## src/rtl/divr_pkg.sv

```systemverilog
package divr_pkg;
  typedef enum logic {
    ST_IDLE = 1'b0,
    ST_RUN  = 1'b1
  } divr_state_t;
endpackage

```

## src/rtl/divr_pow2_path.sv

```systemverilog
// Single-cycle quotient for a positive power-of-two divisor.
module divr_pow2_path #(
  parameter int W = 16
) (
  input  logic [W-1:0] a,
  input  logic [W-1:0] b,
  input  logic         a_signed,
  input  logic         b_signed,
  input  logic         floor_mode,
  output logic         hit,
  output logic [W-1:0] q
);
  localparam int SW = $clog2(W);
  localparam logic [W-1:0] ONE = W'(1);

  logic [SW-1:0]        sh;
  logic signed [W-1:0]  a_s;
  logic signed [W-1:0]  ashr;
  logic [W-1:0]         lshr;
  logic [W-1:0]         floor_q;
  logic [W-1:0]         low_mask;
  logic                 low_nz;
  logic                 a_neg;
  logic                 bump;
  logic                 single_bit;

  always_comb begin
    sh = '0;
    for (int i = 0; i < W; i++) begin
      if (b[i]) sh = SW'(i);
    end
  end

  assign low_mask   = b - ONE;
  assign single_bit = (b != '0) && ((b & low_mask) == '0);
  assign hit        = single_bit && !(b_signed && b[W-1]);

  assign a_s     = a;
  assign ashr    = a_s >>> sh;
  assign lshr    = a >> sh;
  assign floor_q = a_signed ? $unsigned(ashr) : lshr;

  // shifted-out bits nonzero means the division was inexact
  assign low_nz = |(a & low_mask);
  assign a_neg  = a_signed && a[W-1];
  assign bump   = !floor_mode && a_neg && low_nz;
  assign q      = bump ? (floor_q + ONE) : floor_q;
endmodule

```

## src/rtl/divr_iter_core.sv

```systemverilog
// Restoring divider on unsigned magnitudes, one quotient bit per cycle.
module divr_iter_core #(
  parameter int W = 16
) (
  input  logic         clk,
  input  logic         rst,
  input  logic         load,
  input  logic [W-1:0] dvd_mag,
  input  logic [W-1:0] dvs_mag,
  output logic [W-1:0] quo_mag,
  output logic         rem_nz,
  output logic         finished
);
  localparam int CW = $clog2(W + 1);
  localparam logic [CW-1:0] LAST = CW'(W - 1);

  logic [W-1:0]  acc;
  logic [W-1:0]  rem;
  logic [W-1:0]  dvs_r;
  logic [CW-1:0] cnt;
  logic          run;
  logic [W:0]    shifted;
  logic [W:0]    diff;
  logic          ge;

  assign shifted = {rem, acc[W-1]};
  assign diff    = shifted - {1'b0, dvs_r};
  assign ge      = shifted >= {1'b0, dvs_r};

  always_ff @(posedge clk) begin
    if (rst) begin
      acc      <= '0;
      rem      <= '0;
      dvs_r    <= '0;
      cnt      <= '0;
      run      <= 1'b0;
      finished <= 1'b0;
    end else begin
      finished <= 1'b0;
      if (load) begin
        acc   <= dvd_mag;
        rem   <= '0;
        dvs_r <= dvs_mag;
        cnt   <= '0;
        run   <= 1'b1;
      end else if (run) begin
        acc <= {acc[W-2:0], ge};
        rem <= ge ? diff[W-1:0] : shifted[W-1:0];
        cnt <= cnt + CW'(1);
        if (cnt == LAST) begin
          run      <= 1'b0;
          finished <= 1'b1;
        end
      end
    end
  end

  assign quo_mag = acc;
  assign rem_nz  = |rem;
endmodule

```

## src/rtl/divr_sign_fix.sv

```systemverilog
// Turns a magnitude quotient into the signed result under the chosen rounding.
module divr_sign_fix #(
  parameter int W = 16
) (
  input  logic [W-1:0] qmag,
  input  logic         neg,
  input  logic         rem_nz,
  input  logic         floor_mode,
  output logic [W-1:0] q
);
  localparam logic [W-1:0] ONE = W'(1);

  always_comb begin
    if (!neg)                     q = qmag;
    else if (floor_mode && rem_nz) q = ~qmag;          // -(qmag) - 1
    else                          q = ~qmag + ONE;     // -(qmag)
  end
endmodule

```

## src/rtl/dual_round_divider.sv

```systemverilog
module dual_round_divider #(
  parameter int W = 16
) (
  input  logic         clk,
  input  logic         rst,
  input  logic         start,
  input  logic [W-1:0] a_in,
  input  logic [W-1:0] b_in,
  input  logic         a_signed,
  input  logic         b_signed,
  input  logic         floor_mode,
  output logic         busy,
  output logic         done,
  output logic         div_zero,
  output logic [W-1:0] q_out
);
  import divr_pkg::*;

  localparam logic [W-1:0] ONE = W'(1);

  divr_state_t  st;
  logic         accept;
  logic         b_zero;
  logic         a_neg;
  logic         b_neg;
  logic [W-1:0] a_mag;
  logic [W-1:0] b_mag;
  logic         fast_hit;
  logic [W-1:0] fast_q;
  logic         core_load;
  logic [W-1:0] core_qmag;
  logic         core_rem_nz;
  logic         core_fin;
  logic         neg_r;
  logic         floor_r;
  logic [W-1:0] slow_q;

  assign accept = start && (st == ST_IDLE);
  assign b_zero = (b_in == '0);
  assign a_neg  = a_signed && a_in[W-1];
  assign b_neg  = b_signed && b_in[W-1];
  assign a_mag  = a_neg ? (~a_in + ONE) : a_in;
  assign b_mag  = b_neg ? (~b_in + ONE) : b_in;

  divr_pow2_path #(.W(W)) u_pow2 (
    .a          (a_in),
    .b          (b_in),
    .a_signed   (a_signed),
    .b_signed   (b_signed),
    .floor_mode (floor_mode),
    .hit        (fast_hit),
    .q          (fast_q)
  );

  assign core_load = accept && !b_zero && !fast_hit;

  divr_iter_core #(.W(W)) u_core (
    .clk      (clk),
    .rst      (rst),
    .load     (core_load),
    .dvd_mag  (a_mag),
    .dvs_mag  (b_mag),
    .quo_mag  (core_qmag),
    .rem_nz   (core_rem_nz),
    .finished (core_fin)
  );

  divr_sign_fix #(.W(W)) u_fix (
    .qmag       (core_qmag),
    .neg        (neg_r),
    .rem_nz     (core_rem_nz),
    .floor_mode (floor_r),
    .q          (slow_q)
  );

  always_ff @(posedge clk) begin
    if (rst) begin
      st       <= ST_IDLE;
      done     <= 1'b0;
      div_zero <= 1'b0;
      q_out    <= '0;
      neg_r    <= 1'b0;
      floor_r  <= 1'b0;
    end else begin
      done <= 1'b0;
      case (st)
        ST_IDLE: begin
          if (accept) begin
            if (b_zero) begin
              q_out    <= '1;
              div_zero <= 1'b1;
              done     <= 1'b1;
            end else if (fast_hit) begin
              q_out    <= fast_q;
              div_zero <= 1'b0;
              done     <= 1'b1;
            end else begin
              neg_r   <= a_neg ^ b_neg;
              floor_r <= floor_mode;
              st      <= ST_RUN;
            end
          end
        end
        ST_RUN: begin
          if (core_fin) begin
            q_out    <= slow_q;
            div_zero <= 1'b0;
            done     <= 1'b1;
            st       <= ST_IDLE;
          end
        end
        default: st <= ST_IDLE;
      endcase
    end
  end

  assign busy = (st == ST_RUN);
endmodule

```

## config.mk

```make
export PLATFORM = sky130hd
export DESIGN_NAME = dual_round_divider
export DESIGN_NICKNAME = d
export VERILOG_FILES = /design/src/rtl/divr_pkg.sv /design/src/rtl/divr_pow2_path.sv /design/src/rtl/divr_iter_core.sv /design/src/rtl/divr_sign_fix.sv /design/src/rtl/dual_round_divider.sv
export SDC_FILE = /design/constraint.sdc
export NUM_CORES = 1
export LEC_CHECK = 0
export BUFFER_PORTS_ARGS = -buffer_cell sky130_fd_sc_hd__buf_2
export CAP_MARGIN = 0
export CELL_PAD_IN_SITES_DETAIL_PLACEMENT = 1
export CELL_PAD_IN_SITES_GLOBAL_PLACEMENT = 2
export CORE_MARGIN = 1.5
export CORE_UTILIZATION = 36
export CTS_BUF_LIST = sky130_fd_sc_hd__clkbuf_16
export CTS_CLUSTER_SIZE = 12
export DETAILED_ROUTE_END_ITERATION = 10
export GPL_ROUTABILITY_DRIVEN = 0
export MAX_ROUTING_LAYER = met4
export PLACE_DENSITY = 0.89
export SYNTH_ARGS = -nofsm -noshare
export SYNTH_HDL_FRONTEND = slang
export SYNTH_SLANG_ARGS = --single-unit
```

## constraint.sdc

```tcl
create_clock -name clk -period 6.2 [get_ports clk]
set_input_delay 0.93 -clock clk [delete_from_list [all_inputs] [get_ports clk]]
set_output_delay 0.93 -clock clk [all_outputs]
set_load 0.03 [all_outputs]
```

==> results of run 1 <==
==> cell usage after synthesis (12+ instances only) <==
master    number
nand2b_1      15
nand3_1       18
a21oi_1       67
nor3_1        20
ha_1          37
mux2i_1       25
nand2_1       83
dfxtp_1       76
xnor2_1       46
nor4_1        15
a211oi_1      43
xor2_1        16
inv_1         49
o22ai_1       12
o21ai_0       62
o31ai_1       15
clkbuf_1      40
nor2_1        89
==> how the worst max path moves through the flow <==
stage,depth (start not counted),to,slack [ns],from
2_1_floorplan,15,q_out[12]$_SDFFE_PP0P_,1.22,b_in[4]
3_3_place_gp,15,q_out[12]$_SDFFE_PP0P_,1.15,b_in[4]
3_5_place_dp,15,q_out[14]$_SDFFE_PP0P_,1.01,b_in[4]
4_1_cts,15,q_out[14]$_SDFFE_PP0P_,1.36,b_in[4]
5_1_grt,20,q_out[14]$_SDFFE_PP0P_,1.07,b_in[0]
6_report,15,q_out[14]$_SDFFE_PP0P_,1.35,b_in[4]
==> critical path, stage by stage <==
cell and delay [ns]:
buf_2 0.15, or4_1 0.67, or3_1 0.45, or3_1 0.35, ha_1 0.30, o22ai_1 0.17, nor3_1 0.07, a311oi_1 0.22
buf_4 0.20, and2_1 0.16, nor4b_2 0.27, nand4_1 0.31, nor4_1 0.45, mux2i_1 0.24, o21ai_0 0.11
==> power by group <==
part	switching (mW)	internal (mW)	leakage (nW)
clock network	0.207	0.433	0.176
registers	0.0381	0.525	0.624
logic	0.346	0.209	2.09
total	0.591	1.17	2.88
==> metrics by stage <==
stage                     cell area [um^2]  instances  power, mW
after floorplan                       6745        902     0.9696
after global placement                7182       1143      1.111
after detailed placement              7182       1143      1.120
after CTS                             7545       1158      1.766
after global routing                  7545       1158      1.853
final                                 7545       1158      1.759
==> layout make-up <==
class | instances | area [um^2]
fill | 2306 | 10600
clock buffer | 9 | 225.2
clock inverter | 6 | 137.6
multi-input combinational | 721 | 4818
tap | 229 | 286.5
timing repair buffer | 68 | 370.4
sequential | 76 | 1523
inverter | 49 | 183.9
==> flip-flops by register name (all words and copies together) (netlist names) <==
register / flops
q_out: 16
div_zero: 1
u_core.cnt: 5
neg_r: 1
done: 1
busy: 1
u_core.quo_mag: 16
u_core.run: 1
u_core.finished: 1
u_core.dvs_r: 16
u_core.rem: 16
floor_r: 1
==> routing by layer <==
layer	GRT usage [%]	wire [um]
met5	-	0
met4	9.474	783
met3	1.858	800
met2	39.43	10560
met1	31.28	10750
==> logic make-up (layout without fill, tap and decap cells) <==
family	Yosys count	in the layout	synth area share, %
mux	31	31	5.379
compound gates	282	282	27.64
fa+ha+maj	38	38	7.160
buf+inv	105	132	6.103
flops	76	76	22.56
xor+xnor	62	62	8.050
simple gates	308	308	23.11
==> flow_summary_export.csv, run 1 <==
group,metric,value,unit
die,dieArea,19570,um^2
timing,slew_violations,0,
clock_network,cts.clk_slew.worst_paths,0.06,ns
setup_path,r2r-start,"u_core.dvs_r[1]$_SDFFE_PP0P_",
timing,period_share,78.24,%
clock_network,postCtsResizedCells,0,
timing,slew_headroom,32.74,%
setup_path,start_kind,"input pin",
logic_synthesis,synth_area,6745,um^2
detailed_routing,drc_errors,1,
logic_synthesis,syn-mean-instance-area,7.478,um^2
die,ios,57,
global_routing,grt_pass1_wl,37.00,mm
final_layout,area_delta_synth_final,11.85,%
job,cap_violations,0,
worst_hold_path,hold_depth,2,
worst_hold_path,hold_path_end,"u_core.dvs_r[15]$_SDFFE_PP0P_",
setup_path,rrSetupSlack,2.40,ns
placed_design,dp_hpwl,17.60,mm
clock_network,cts_sinks,76,
timing,rsz0062_at_grt,"no",
placed_design,pre_cts_ws,1.014,ns
outcome,status,"finished, violations left",
worst_hold_path,hp-start,"u_core.dvs_r[15]$_SDFFE_PP0P_",
clock_network,cts_buffers,9,
logic_synthesis,syn_nets,978,
setup_path,critPathCaptureType,"flip-flop",
logic_synthesis,async_flop_share,0,%
power_and_ir_drop,power_density,233.1,nW/um^2
clock_network,htree_num_levels,3,
clock_network,postCtsSetupRepairBufs,0,
setup_path,cp.required,6.41,ns
setup_path,arrival,5.06,ns
clock_network,clock_path_buffers,2,
detailed_routing,wl_per_cell,19.77,um
timing,hold_slack,0.4651,ns
setup_path,r2r_end,"u_core.quo_mag[0]$_SDFFE_PP0P_",
global_routing,grt_overflow,0,
worst_hold_path,hold_path.class,"flip-flop to flip-flop",
die,rows,49,
die,coreArea,18150,um^2
logic_synthesis,synth-edff-count,0,
final_layout,final_common_cell,"nor2_1",
outcome,violations,"design-rule violations",
logic_synthesis,yosysWarnings,0,
die,start_util,37.17,%
clock_network,cts_tree,"yes",
setup_path,cp_max_fo,9,
detailed_routing,dr.pass1.iters,8,
final_layout,diodes,0,
final_layout,utilization,41.57,%
timing,fin_worst_skew,0.01171,ns
detailed_routing,drt_iter0_drc,400,
clock_network,clkLatencyLatePin,0.34,ns
logic_synthesis,synth_seq_cells,76,
setup_path,criticalPathCategory,"input pin to flip-flop",
clock_network,cts.root.buffer_cell,"clkbuf_16",
detailed_routing,dr_total_vias,6755,
logic_synthesis,synth_area_leaders,"dfxtp_1, ha_1, xnor2_1, a21oi_1, nor2_1",
timing,fmax,206.1,MHz
timing,finalHoldViolCount,0,
detailed_routing,antenna_left,0,
setup_path,rr_worst_depth,13,
logic_synthesis,synth_cell_type_count,78,
logic_synthesis,ys_seq_area_share,22.56,%
final_layout,most-common-layout-cells,"nor2_1, nand2_1, dfxtp_1, a21oi_1, o21ai_0",
logic_synthesis,ys.flop_type,"dfxtp_1",
power_and_ir_drop,p_leak,2.885,nW
global_routing,grt_max_degree,57,
global_routing,grt_use_total,24.21,%
final_layout,final_nets,1001,
timing,worst_pin_slew,1.009,ns
timing,setup_viol,0,
logic_synthesis,synth_top_area_share,22.56,%
timing,finalSetupTns,0,ns
final_layout,drive_gt1_share,12.27,%
power_and_ir_drop,ir_drop,0.1748,mV
detailed_routing,via_per_inst,5.833,
die,die_w,139.9,um
clock_network,hold_buffers,0,
logic_synthesis,syn_inst,902,
timing,timing.final.ws_setup,1.349,ns
logic_synthesis,synth_largest_area_cell,"dfxtp_1",
global_routing,antenna_found_initial,0,
placed_design,port_buffers,56,
global_routing,grt_pass1_vias,6871,
die,die_y,139.9,um
detailed_routing,routed_wl,22.90,mm
timing,fin_crit,4.851,ns
Power figures use the tool's default switching activity.
==> run 2: changes to the inputs <==
CORE_UTILIZATION = 32   (was 36)
PLACE_DENSITY = 0.84   (was 0.89)
clock period = 4.4 ns   (was 6.2 ns; I/O delays follow)
==> flow_summary_export.csv, run 2 (synthesis results as in run 1) <==
group,metric,value,unit
detailed_routing,antenna_left,0,
worst_hold_path,hold_path.class,"flip-flop to flip-flop",
final_layout,utilization,39.74,%
clock_network,htree_num_levels,3,
timing,slew_headroom,33.73,%
clock_network,clkLatencyLatePin,0.35,ns
global_routing,grt_pass1_wl,39.10,mm
timing,fin_worst_skew,0.009577,ns
detailed_routing,drt_iter0_drc,457,
final_layout,final_common_cell,"nor2_1",
setup_path,criticalPathCategory,"input pin to flip-flop",
timing,finalSetupTns,0,ns
setup_path,cp.required,4.67,ns
setup_path,cp_common_cell,"or3_4",
timing,finalHoldViolCount,0,
power_and_ir_drop,power.switching,865.6,uW
final_layout,drive_gt1_share,18.51,%
timing,slew_violations,0,
final_layout,stdcell_count,1264,
final_layout,stdcell_area,8118,um^2
die,dieArea,21960,um^2
clock_network,hold_buffers,0,
job,cap_violations,0,
setup_path,crit_buf_inv,2,
detailed_routing,met1Wirelength,10.97,mm
timing,worst_pin_slew,0.9938,ns
power_and_ir_drop,ir_drop,0.1905,mV
setup_path,cp_slowest_cell,"or3_4",
final_layout,area_delta_synth_final,20.35,%
detailed_routing,dr_total_vias,7102,
die,ios,57,
global_routing,grt_max_degree,35,
die,rows,52,
global_routing,grt_pass1_vias,7287,
detailed_routing,route.met2.wl,11.27,mm
clock_network,cts_sinks,76,
setup_path,arrival,4.50,ns
placed_design,port_buffers,56,
setup_path,critPathCaptureType,"flip-flop",
outcome,status,"finished, final reports clean",
timing,timing.final.ws_setup,0.1665,ns
timing,fmax,236.2,MHz
timing,fin_crit,4.234,ns
power_and_ir_drop,swShare,35.62,%
detailed_routing,wl_per_cell,19.05,um
detailed_routing,wl_met3,863,um
power_and_ir_drop,fin_total_pwr,2.430,mW
global_routing,grt_use_total,23.05,%
clock_network,cts.root.buffer_cell,"clkbuf_16",
die,die_w,148.2,um
timing,hold_slack,0.4648,ns
detailed_routing,via_per_inst,5.619,
setup_path,crit_chain,"buf_2 -> or3_4 -> or2_2 -> or3_4 -> or3_4 -> ha_1 -> o22ai_1 -> nor3_1 -> a311oi_2 -> and2_4 -> nor4b_4 -> nand4_1 -> buf_4 -> nor4b_4 -> xnor2_1 -> a211oi_1",
placed_design,dp_hpwl,19.02,mm
clock_network,cts_tree,"yes",
placed_design,pre_cts_ws,-0.2525,ns
setup_path,cp_max_fo,4,
final_layout,diodes,0,
timing,period_share,96.22,%
placed_design,dp_cells,1243,
setup_path,start_kind,"input pin",
placed_design,placed_area,7727,um^2
global_routing,grt_overflow,0,
power_and_ir_drop,p_seq_share,32.9,%
clock_network,cts.clk_slew.worst_paths,0.07,ns
setup_path,crit_family,"simple AND/OR/NAND/NOR gates",
detailed_routing,dr.pass1.iters,5,
power_and_ir_drop,pwr-share-clk,33.4,%
power_and_ir_drop,power_density,299.3,nW/um^2
final_layout,final_nets,1065,
setup_path,max_stage_delay,0.39,ns
die,coreArea,20430,um^2
final_layout,most-common-layout-cells,"nor2_1, nand2_1, dfxtp_1, buf_4, a21oi_1",
detailed_routing,top_layer_used,"met4",
die,start_util,33.02,%
timing,rsz0062_at_grt,"yes",
power_and_ir_drop,p_leak,3.216,nW
power_and_ir_drop,p_int,1.564,mW
detailed_routing,drc_errors,0,
final_layout,n_fill_cell,2566,
detailed_routing,routed_wl,24.08,mm
die,die_y,148.2,um
power_and_ir_drop,p_comb_share,33.7,%
clock_network,clock_path_buffers,2,
timing,setup_viol,0,
clock_network,cts_buffers,9,
global_routing,antenna_found_initial,0,
-- run 2: changes by cell type in the layout (fill, tap and decap cells not counted), moves of 2 or more --
cell,delta
buf_12,+2
buf_4,+62
bufinv_16,-2
nor4b_2,-2
or3_1,-3
or3_4,+3
nor4b_4,+2
inv_6,+2
-- run 2: cell type report --
class	count	area [um^2]	area share (%)
Inverter	49	183.9	2.266
Tap cell	270	337.8	4.162
Timing Repair Buffer	132	875.8	10.79
Clock buffer	9	225.2	2.774
Sequential cell	76	1523	18.76
Clock inverter	7	97.59	1.202
Multi-Input combinational cell	721	4875	60.05
-- run 2: worst paths after layout --
check / slack [ns] / to / depth (start not counted) / start
worst min register to register: 0.46 / u_core.dvs_r[15]$_SDFFE_PP0P_ / 2 / u_core.dvs_r[15]$_SDFFE_PP0P_
worst max-delay path: 0.17 / q_out[10]$_SDFFE_PP0P_ / 16 / b_in[0]
worst max register to register: 0.65 / u_core.quo_mag[0]$_SDFFE_PP0P_ / 13 / u_core.dvs_r[1]$_SDFFE_PP0P_
worst min-delay path: 0.46 / u_core.dvs_r[15]$_SDFFE_PP0P_ / 2 / u_core.dvs_r[15]$_SDFFE_PP0P_
-- run 2: timing repair --
action / in CTS / in global routing
endpoints found under the setup margin: 0 / 4
resized for setup: 0 / 5
setup buffers: 0 / 5
-- run 2: power by group through the flow --
stage,logic (mW),clock network (mW),registers [mW]
2_1_floorplan,0.562,0,0.806
3_5_place_dp,0.809,0,0.813
3_3_place_gp,0.796,0,0.811
6_report,0.819,0.812,0.798
4_1_cts,0.816,0.826,0.798
5_1_grt,0.912,0.856,0.807
-- run 2: worst min-delay path, cell delays in order (launching register included) --
cell and delay (ns):
dfxtp_1 0.31, nand2_1 0.06, a21oi_1 0.05
-- run 2: metal layers --
metal / track usage, % / vias to the layer above
li1: - / 3466
met3: 1.871 / 62
met1: 28.86 / 3382
met4: 10.69 / 0
met2: 37.80 / 192
met5: - / -
==> run 3: changes to the inputs <==
BUFFER_PORTS_ARGS = -buffer_cell sky130_fd_sc_hd__buf_4   (was -buffer_cell sky130_fd_sc_hd__buf_2)
CTS_CLUSTER_SIZE = 14   (was 12)
==> flow_summary_export.csv, run 3 (synthesis results as in run 1) <==
group,metric,value,unit
setup_path,criticalPathCategory,"input pin to flip-flop",
timing,worst_pin_slew,0.9973,ns
timing,fmax,234.5,MHz
job,cap_violations,0,
worst_hold_path,hold_path.class,"flip-flop to flip-flop",
global_routing,grt_max_degree,58,
clock_network,cts_buffers,9,
timing,slew_violations,0,
power_and_ir_drop,fin_total_pwr,2.529,mW
detailed_routing,dr.pass1.iters,5,
setup_path,cp_max_fo,4,
placed_design,pre_cts_ws,-0.1657,ns
detailed_routing,dr_total_vias,7056,
final_layout,multi_input_area,4866,um^2
global_routing,grt_overflow,0,
setup_path,start_kind,"input pin",
timing,finalSetupTns,0,ns
die,ios,57,
timing,fin_worst_skew,0.01012,ns
global_routing,grt_pass1_wl,38.70,mm
timing,setup_viol,0,
final_layout,ff_latch_area,1523,um^2
timing,fin_crit,4.264,ns
clock_network,cts_sinks,76,
detailed_routing,drt_iter0_drc,423,
placed_design,dp_hpwl,18.46,mm
clock_network,cts_tree,"yes",
clock_network,htree_num_levels,3,
setup_path,arrival,4.52,ns
placed_design,port_buffers,56,
timing,timing.final.ws_setup,0.1355,ns
die,coreArea,20430,um^2
clock_network,hold_buffers,0,
die,dieArea,21960,um^2
setup_path,crit_end,"q_out[10]$_SDFFE_PP0P_",
setup_path,r2r_end,"u_core.quo_mag[0]$_SDFFE_PP0P_",
final_layout,most-common-layout-cells,"buf_4, nor2_1, nand2_1, dfxtp_1, a21oi_1",
final_layout,final_common_cell,"buf_4",
clock_network,clkLatencyLatePin,0.34,ns
detailed_routing,drc_errors,0,
final_layout,final_nets,1055,
setup_path,crit_chain,"buf_4 -> or3_1 -> or2_2 -> or3_4 -> or3_4 -> ha_1 -> o22ai_1 -> nor3_1 -> a311oi_2 -> and2_4 -> nor4b_4 -> nand4_1 -> buf_4 -> nor4b_2 -> xnor2_1 -> a211oi_1",
timing,finalHoldViolCount,0,
power_and_ir_drop,power_density,308.4,nW/um^2
setup_path,crit_start,"b_in[0]",
setup_path,r2r-start,"u_core.dvs_r[1]$_SDFFE_PP0P_",
setup_path,rrSetupSlack,0.62,ns
die,die_y,148.2,um
die,start_util,33.02,%
outcome,status,"finished, final reports clean",
global_routing,antenna_found_initial,0,
power_and_ir_drop,p_leak,3.206,nW
detailed_routing,routed_wl,23.69,mm
setup_path,critPathCaptureType,"flip-flop",
detailed_routing,via_per_inst,5.631,
timing,period_share,96.92,%
die,rows,52,
clock_network,clock_path_buffers,2,
detailed_routing,wl_per_cell,18.91,um
setup_path,rr_worst_depth,13,
timing,slew_headroom,32.94,%
global_routing,grt_pass1_vias,7133,
detailed_routing,antenna_left,0,
setup_path,cp.required,4.65,ns
clock_network,cts.clk_slew.worst_paths,0.06,ns
global_routing,grt_use_total,22.75,%
setup_path,max_stage_delay,0.40,ns
final_layout,n_fill_cell,2571,
final_layout,diodes,0,
power_and_ir_drop,ir_drop,0.1698,mV
final_layout,area_delta_synth_final,21.59,%
final_layout,utilization,40.15,%
final_layout,drive_gt1_share,17.70,%
setup_path,cp_slowest_cell,"or3_1",
clock_network,cts.root.buffer_cell,"clkbuf_16",
die,die_w,148.2,um
==> run 3: cell types whose count changed in the layout (fill, tap and decap cells not counted), sizes merged <==
cell,previous run,this run
buf,132,122
bufinv,2,4
clkinvlp,1,0
inv,51,49
==> run 3: worst min-delay path by stage <==
stage	end	cells after the start	slack (ns)	startpoint
2_1_floorplan	u_core.dvs_r[15]$_SDFFE_PP0P_	2	0.43	u_core.dvs_r[15]$_SDFFE_PP0P_
3_3_place_gp	u_core.dvs_r[15]$_SDFFE_PP0P_	2	0.44	u_core.dvs_r[15]$_SDFFE_PP0P_
3_5_place_dp	u_core.dvs_r[0]$_SDFFE_PP0P_	2	0.45	u_core.dvs_r[0]$_SDFFE_PP0P_
4_1_cts	u_core.dvs_r[15]$_SDFFE_PP0P_	2	0.46	u_core.dvs_r[15]$_SDFFE_PP0P_
5_1_grt	u_core.dvs_r[15]$_SDFFE_PP0P_	2	0.48	u_core.dvs_r[15]$_SDFFE_PP0P_
6_report	u_core.dvs_r[15]$_SDFFE_PP0P_	2	0.46	u_core.dvs_r[15]$_SDFFE_PP0P_
==> run 3: cell type report <==
class                           instances  area share, %
Inverter                               49          2.243
Sequential cell                        76          18.57
Timing Repair Buffer                  122          11.32
Clock buffer                            9          2.746
Tap cell                              270          4.119
Multi-Input combinational cell        721          59.33
Clock inverter                          6          1.678
==> run 3: per-layer routing <==
layer / track usage (%) / vias up / part of all wire [%]
met5: - / - / 0
li1: - / 3448 / -
met1: 29.35 / 3393 / 47
met2: 37.10 / 160 / 47
met4: 8.663 / 0 / 3.6
met3: 1.840 / 55 / 2.5
==> run 3: metrics by stage <==
step	hold WS (ns)	area [um^2]	cells
final	0.4591	8202	1253
after global routing	0.4814	8202	1253
after CTS	0.4604	8158	1250
after detailed placement	0.4547	7795	1235
after global placement	0.4437	7795	1235
after floorplan	0.4319	6779	902
==> run 3: where the power goes <==
group	leakage, nW	switching (mW)	total, mW	internal, mW
Sequential	0.624	0.0542	0.794	0.740
Clock	0.176	0.297	0.907	0.610
Combinational	2.41	0.493	0.828	0.335
==> run 3: repair_timing <==
action                     in CTS  in global routing
setup endpoints to repair       0                  2
buffers inserted                0                  3
gates resized for setup         0                  4
==> run 3: worst max-delay path, delay by kind of cell <==
family / cells / cell delay, ns
simple gates: 9 / 2.37
compound gates: 3 / 0.76
buf+inv: 2 / 0.32
fa+ha+maj: 1 / 0.27
xor+xnor: 1 / 0.14
